### src/rtl/sdac_pkg.sv
`timescale 1ns/1ps
package sdac_pkg;
  localparam int FRAME_W  = 16;
  localparam int CODE_W   = 12;
  localparam int MODE_W   = 2;
  localparam int MODE_LSB = CODE_W;
  localparam int CNT_W    = $clog2(FRAME_W + 1);

  typedef enum logic [MODE_W-1:0] {
    PD_ACTIVE = 2'b00,
    PD_R1K    = 2'b01,
    PD_R100K  = 2'b10,
    PD_OPEN   = 2'b11
  } pd_mode_e;

  typedef logic [FRAME_W-1:0] frame_t;
  typedef logic [CODE_W-1:0]  code_t;
  typedef logic [CNT_W-1:0]   cnt_t;

  function automatic code_t frame_code(frame_t f);
    return f[CODE_W-1:0];
  endfunction

  function automatic pd_mode_e frame_mode(frame_t f);
    return pd_mode_e'(f[MODE_LSB +: MODE_W]);
  endfunction

  function automatic frame_t frame_shift(frame_t f, logic b);
    return {f[FRAME_W-2:0], b};
  endfunction

  function automatic logic cnt_full(cnt_t c);
    return c == cnt_t'(FRAME_W);
  endfunction

  function automatic cnt_t cnt_step(cnt_t c, logic bump);
    if (bump && !cnt_full(c)) return c + cnt_t'(1);
    return c;
  endfunction
endpackage

### src/rtl/sdac_sync.sv
`timescale 1ns/1ps
module sdac_sync #(
  parameter int               WIDTH   = 3,
  parameter int               STAGES  = 2,
  parameter logic [WIDTH-1:0] RST_VAL = '0
) (
  input  logic             clk,
  input  logic             arst_n,
  input  logic [WIDTH-1:0] d,
  output logic [WIDTH-1:0] q
);
  logic [WIDTH-1:0] stg [STAGES];

  always_ff @(posedge clk or negedge arst_n) begin
    if (!arst_n) begin
      for (int i = 0; i < STAGES; i++) stg[i] <= RST_VAL;
    end else begin
      stg[0] <= d;
      for (int i = 1; i < STAGES; i++) stg[i] <= stg[i-1];
    end
  end

  assign q = stg[STAGES-1];
endmodule

### src/rtl/sdac_shifter.sv
`timescale 1ns/1ps
module sdac_shifter
  import sdac_pkg::*;
(
  input  logic   clk,
  input  logic   arst_n,
  input  logic   sclk_s,
  input  logic   sdin_s,
  input  logic   sync_s,
  output frame_t frame_o,
  output cnt_t   cnt_o,
  output logic   shift_evt_o,
  output logic   done_evt_o,
  output logic   short_evt_o
);
  logic sclk_d;
  logic sync_d;
  logic sync_rise;

  assign shift_evt_o = sclk_d & ~sclk_s & ~sync_s;
  assign sync_rise   = sync_s & ~sync_d;
  assign done_evt_o  = sync_rise & cnt_full(cnt_o);
  assign short_evt_o = sync_rise & ~cnt_full(cnt_o);

  always_ff @(posedge clk or negedge arst_n) begin
    if (!arst_n) begin
      sclk_d  <= 1'b1;
      sync_d  <= 1'b1;
      cnt_o   <= '0;
      frame_o <= '0;
    end else begin
      sclk_d <= sclk_s;
      sync_d <= sync_s;
      if (sync_s) cnt_o <= '0;
      else        cnt_o <= cnt_step(cnt_o, shift_evt_o);
      if (shift_evt_o) frame_o <= frame_shift(frame_o, sdin_s);
    end
  end
endmodule

### src/rtl/sdac_latch.sv
`timescale 1ns/1ps
module sdac_latch
  import sdac_pkg::*;
(
  input  logic     clk,
  input  logic     arst_n,
  input  logic     load_i,
  input  frame_t   frame_i,
  output code_t    code_o,
  output pd_mode_e mode_o
);
  always_ff @(posedge clk or negedge arst_n) begin
    if (!arst_n) begin
      code_o <= '0;
      mode_o <= PD_ACTIVE;
    end else if (load_i) begin
      code_o <= frame_code(frame_i);
      mode_o <= frame_mode(frame_i);
    end
  end
endmodule

### src/rtl/sdac_front.sv
`timescale 1ns/1ps
module sdac_front
  import sdac_pkg::*;
#(
  parameter int SYNC_STAGES = 2
) (
  input  logic              clk,
  input  logic              rst_n,
  input  logic              clr_n,
  input  logic              sclk_i,
  input  logic              sdin_i,
  input  logic              sync_n_i,
  output logic [CODE_W-1:0] code_o,
  output logic [MODE_W-1:0] pd_mode_o,
  output logic              sdo_o,
  output logic              sdo_en_o
);
  localparam int          IN_W   = 3;
  localparam logic [2:0]  IN_RST = 3'b101;

  logic        arst_n;
  logic [2:0]  in_s;
  logic        sclk_s, sdin_s, sync_s;
  frame_t      frame_q;
  cnt_t        bit_cnt;
  logic        shift_evt, done_evt, short_evt;
  pd_mode_e    mode_q;

  assign arst_n = rst_n & clr_n;

  sdac_sync #(
    .WIDTH  (IN_W),
    .STAGES (SYNC_STAGES),
    .RST_VAL(IN_RST)
  ) u_sync (
    .clk   (clk),
    .arst_n(arst_n),
    .d     ({sclk_i, sdin_i, sync_n_i}),
    .q     (in_s)
  );

  assign {sclk_s, sdin_s, sync_s} = in_s;

  sdac_shifter u_shift (
    .clk        (clk),
    .arst_n     (arst_n),
    .sclk_s     (sclk_s),
    .sdin_s     (sdin_s),
    .sync_s     (sync_s),
    .frame_o    (frame_q),
    .cnt_o      (bit_cnt),
    .shift_evt_o(shift_evt),
    .done_evt_o (done_evt),
    .short_evt_o(short_evt)
  );

  sdac_latch u_latch (
    .clk    (clk),
    .arst_n (arst_n),
    .load_i (done_evt),
    .frame_i(frame_q),
    .code_o (code_o),
    .mode_o (mode_q)
  );

  assign pd_mode_o = mode_q;
  assign sdo_o     = frame_q[FRAME_W-1];
  assign sdo_en_o  = ~sync_s;
endmodule

### config.mk
export PLATFORM = sky130hd
export DESIGN_NAME = sdac_front
export DESIGN_NICKNAME = d
export VERILOG_FILES = /design/src/rtl/sdac_pkg.sv /design/src/rtl/sdac_sync.sv /design/src/rtl/sdac_shifter.sv /design/src/rtl/sdac_latch.sv /design/src/rtl/sdac_front.sv
export SDC_FILE = /design/constraint.sdc
export NUM_CORES = 1
export LEC_CHECK = 0
export ABC_CLOCK_PERIOD_IN_PS = 2200
export BUFFER_PORTS_ARGS = -buffer_cell sky130_fd_sc_hd__buf_2
export CORE_ASPECT_RATIO = 1.2
export CORE_MARGIN = 2
export CORE_UTILIZATION = 40
export DETAILED_ROUTE_END_ITERATION = 10
export HOLD_SLACK_MARGIN = 0.06
export MAX_ROUTING_LAYER = met4
export PLACE_DENSITY = 0.58
export SETUP_SLACK_MARGIN = 0.4
export SYNTH_ARGS = -nofsm -noshare
export SYNTH_HDL_FRONTEND = slang
export SYNTH_SLANG_ARGS = --single-unit
### constraint.sdc
create_clock -name clk -period 2.2 [get_ports clk]
set_input_delay 0.11 -clock clk [delete_from_list [all_inputs] [get_ports clk]]
set_output_delay 0.11 -clock clk [all_outputs]
set_load 0.01 [all_outputs]
; ---- After elaboration in Yosys (flattened, before gate mapping)
; Index checks and enable logic that the tools add are counted.
[word_totals]
register_bits = 43
output_inout_bits = 16
wordCells = 26
[op_classes]
addsub = 1
n_eq_ne = 1
muxes = 5
bitwise_logic = 8
reduce_logical = 3
[ops]
columns = cell, n
row1 = $mux 5, 3
row2 = $add 5x1->5 const B, 1
row3 = $and 1x1->1, 5
row4 = $eq 5x5->1 const B, 1
row5 = $not 1->1, 3
row6 = $mux 1, 2
row7 = $reduce_bool 2->1, 1
row8 = $logic_and 1x1->1, 1
row9 = $logic_not 1->1, 1

; ---- Depth between registers and ports, before layout
[depth]
depth_word = 8
ltp_mapped = 7
depth_no_buf = 5

; ---- Cells and area by module
; From an unflattened synthesis, not the netlist that was laid out.
[unflattened]
hier_cells = 108
hier_area_um2 = 1687.9
[modules_own_cells]
columns = mod, n_inst, cells_each, area_each_um2
row1 = sdac_shifter, 1, 68, 980.9
row2 = sdac_latch, 1, 29, 519.2
row3 = sdac_sync, 1, 9, 177.7
row4 = sdac_front, 1, 2, 10.0

; ---- Least setup slack after synthesis
; No wires, ideal clock.
[synth_timing]
path_type = flip-flop to flip-flop
startpoint = register u_shift.cnt_o[0]
endpoint = register u_latch.code_o[10]
setup_ns = 0.125
arrival_ns = 1.660
required_time_ns = 2.075
path_slack_ns = 0.415
path_stages_with_launch = 8
path_cell_list = dfrtp_1 -> inv_1 -> ha_1 -> nand4bb_4 -> or3_1 -> buf_6 -> buf_12 -> mux2_4
[synth_via]
elab_chain_len = 2
[synth_lines]
columns = element, line_no
row1 = start: declaration, sdac_shifter.sv:11  ; output cnt_t cnt_o,
row2 = start signal: assignment, sdac_shifter.sv:35  ; else cnt_o <= cnt_step(cnt_o, shift_evt_o);
row3 = $eq 5x5->1, sdac_pkg.sv:33  ; return c == cnt_t'(FRAME_W);
row4 = $and 1x1->1, sdac_shifter.sv:22  ; assign done_evt_o = sync_rise & cnt_full(cnt_o);
row5 = end signal: assignment, sdac_latch.sv:17  ; code_o <= frame_code(frame_i);
row6 = end: declaration, sdac_latch.sv:9  ; output code_t code_o,
; No other way between the ends.
; A chain may end at the register's enable or synchronous reset.

; ---- Worst setup path in the final report
[layout_timing]
startpoint = register u_shift.cnt_o[0]
endpoint = register u_latch.code_o[3]
; Same word-level chain as after synthesis.

==> metrics.csv <==
stage,metric,value,unit
die,io_pins,22,
grt,grt_pass1_wl,4.12,mm
sta,tightest_slew,0.389,ns
grt,antenna_found_initial,0,
sta,whs,0.357,ns
finish,area_growth,22.8,%
sta,final.setup.tns,0,ns
worst_setup_path,cp-startpoint,u_shift.cnt_o[0]$_DFFE_PN0P_,
worst_setup_path,startpoint_type,flip-flop,
clocking,path_clk_slew,0.07,ns
die,core_area,4000,um^2
place,routabilityCongestion,0.678,
worst_setup_path,cp-end-kind,flip-flop,
finish,layout.nets,142,
job,cap_violations,0,
sta,finalWorstSetupSlack,0.470,ns
clocking,cts_buffers,5,
finish,n_antenna_cell,0,
drt,ant_nets,0,
clocking,cts_root_buf,clkbuf_8,
sta,fin_skew,0.00587,ns
sta,fin_crit,1.73,ns
clocking,cts_tree,built,
synthesis,synth_most_common_cell,dfrtp_1,
clocking,post-cts-setup-buffers,0,
drt,first_pass_iters,3,
synthesis,synth_edf_count,0,
grt,grt_max_degree,33,
power_and_ir_drop,p_per_area,849,nW/um^2
finish,final_area,2070,um^2
synthesis,netlist_instances,101,
power_and_ir_drop,peakVddDrop,571,uV
worst_setup_path,worstPathArrival,1.90,ns
die,initial_core_util,0.421,
place,portBuffers,21,
worst_setup_path,max_stage_delay,0.41,ns
drt,vias_per_cell,4.69,
worst_setup_path,critPathKind,flip-flop to flip-flop,
drt,first_iter_violations,19,
sta,rsz0062_at_grt,false,
sta,period_share,0.786,
finish,drive_gt1_frac,0.556,
clocking,cts_max_path_buffers,2,
sta,relSlewSlack,0.741,
sta,finalSetupViolations,0,
worst_setup_path,crit_path_end,u_latch.code_o[3]$_DFFE_PN0P_,
die,die_w,63.3,um
place,dp_slack,0.395,ns
clocking,cts_htree_levels,2,
synthesis,yosys.area.top_type,dfrtp_1,
outcome,status,finished clean,
worst_setup_path,cp_num_buf_inv,2,
synthesis,synth_nets,109,
synthesis,synth_top_area_frac,0.549,
drt,drc,0,
sta,slew_violations,0,
synthesis,ys_seq_area_frac,0.643,
drt,vias,886,
worst_setup_path,worst_path_max_delay_cell,dfrtp_1,
worst_setup_path,cp.required,2.37,ns
synthesis,yosys_warnings,0,
worst_setup_path,cp_cell_sequence,"inv_2, ha_4, nand4bb_4, or3_4, buf_12, mux2_4",
clocking,insertion_delay,0.29,ns
synthesis,ys_ff_latch,43,
worst_setup_path,worst-path-stages,6,
place,dpl_cell_area,1850,um^2
worst_setup_path,cp_max_fo,14,
synthesis,netlist_area,1690,um^2
sta,hold_violations,0,
min_path,hold_depth,0,
clocking,clkSinkCount,43,
worst_setup_path,r2r_slack,0.47,ns
place,placed_cells,175,
grt,first_global_vias,927,
min_path,hp-class,flip-flop to flip-flop,
drt,wl,2.46,mm
die,die_h,75.1,um
synthesis,ys.flop_type,dfrtp_1,
worst_setup_path,crit_family,simple AND/OR/NAND/NOR gates,
worst_setup_path,ff2ff_path_depth,6,
drt,wl_per_cell,13.0,um
synthesis,ys_types,22,
synthesis,async_reset_ff_frac,1.00,
sta,fmax,0.578,GHz
grt,grt_use_total,0.119,
power_and_ir_drop,leakagePower,0.00105,uW
grt,grt-ovfl-total,0,
worst_setup_path,r2r_start,u_shift.cnt_o[0]$_DFFE_PN0P_,
synthesis,synth_area_leaders,"dfrtp_1 (55%), mux2_2 (14%), dfstp_2 (9.4%)",
die,num_rows,25,
die,dieArea,4750,um^2
place,hpwlAfterDp,1.63,mm
finish,fill_cells,349,
worst_setup_path,r2r-end,u_latch.code_o[3]$_DFFE_PN0P_,
synthesis,synth_common_cells,"dfrtp_1 (37), mux2_2 (21), mux2_4 (10), dfstp_2 (6), nand3_1 (4)",
synthesis,avgSynthCellArea,16.7,um^2
finish,fin_cells,189,
[area by class of cell]
type,instances,area [um^2],area share
timing repair buffer,30,200,0.0967
tap,54,67.6,0.0326
sequential,43,1080,0.524
clock inverter,2,60.1,0.0290
multi-input combinational,51,574,0.278
clock buffer,6,72.6,0.0351
inverter,3,11.3,0.00544
[what timing repair did]
action,CTS,global route
hold endpoints to repair,8,0
endpoints found under the setup margin,14,14
hold buffers,6,0
resized for setup,2,5
[kinds of logic after synthesis]
kind of cell | Yosys count | synth area share
flops | 43 | 0.643
mux | 32 | 0.235
simple gates | 11 | 0.0468
buf+inv | 7 | 0.0304
compound gates | 4 | 0.0193
xor+xnor | 2 | 0.0104
fa+ha+maj | 2 | 0.0148
[worst min-delay path by stage]
stage / slack (ns) / from / to
final: 0.36 / u_sync.stg[5]$_DFF_PN1_ / u_sync.q[2]$_DFF_PN1_
after detailed placement: 0.12 / clr_n / u_shift.cnt_o[2]$_DFFE_PN0P_
after global routing: 0.36 / u_sync.stg[3]$_DFF_PN1_ / u_sync.q[0]$_DFF_PN1_
after floorplan: 0.11 / sync_n_i / u_sync.stg[3]$_DFF_PN1_
after global placement: 0.11 / clr_n / u_shift.cnt_o[2]$_DFFE_PN0P_
after CTS: 0.36 / u_sync.stg[5]$_DFF_PN1_ / u_sync.q[2]$_DFF_PN1_
[sequential cells by signal, indices dropped and copies added, names as in the netlist]
register,cells
u_latch.code_o,12
u_shift.frame_o,16
u_shift.cnt_o,5
u_sync.stg,3
u_shift.sync_d,1
u_latch.mode_o,2
u_sync.q,3
u_shift.sclk_d,1
[where the power goes]
part	switching (uW)	internal, uW
combinational	48.4	76.7
sequential	55.2	871
clock	251	454
[layout by cell type (no fill, tap or decap), types with 4 or more instances in the layout]
cell	netlist	layout
mux2_2	21	21
nand3_1	4	4
dfstp_2	6	6
dfrtp_1	37	37
mux2_4	10	10
clkbuf_8	0	5
buf_2	1	21
dlygate4sd3_1	0	6
[per-stage QoR]
step,total power [uW],util
after floorplan,1010,-
after global placement,1050,0.461
after detailed placement,1060,0.461
after CTS,1780,0.511
after global routing,1830,0.517
final,1760,0.517
[per-layer routing]
layer | track usage | up-vias | share of wire
met4 | 0.0435 | 0 | 0.015
met2 | 0.201 | 21 | 0.49
met3 | 0.0448 | 4 | 0.044
li1 | - | 418 | -
met1 | 0.129 | 443 | 0.45
met5 | - | - | 0
Power figures use the tool's default switching activity.
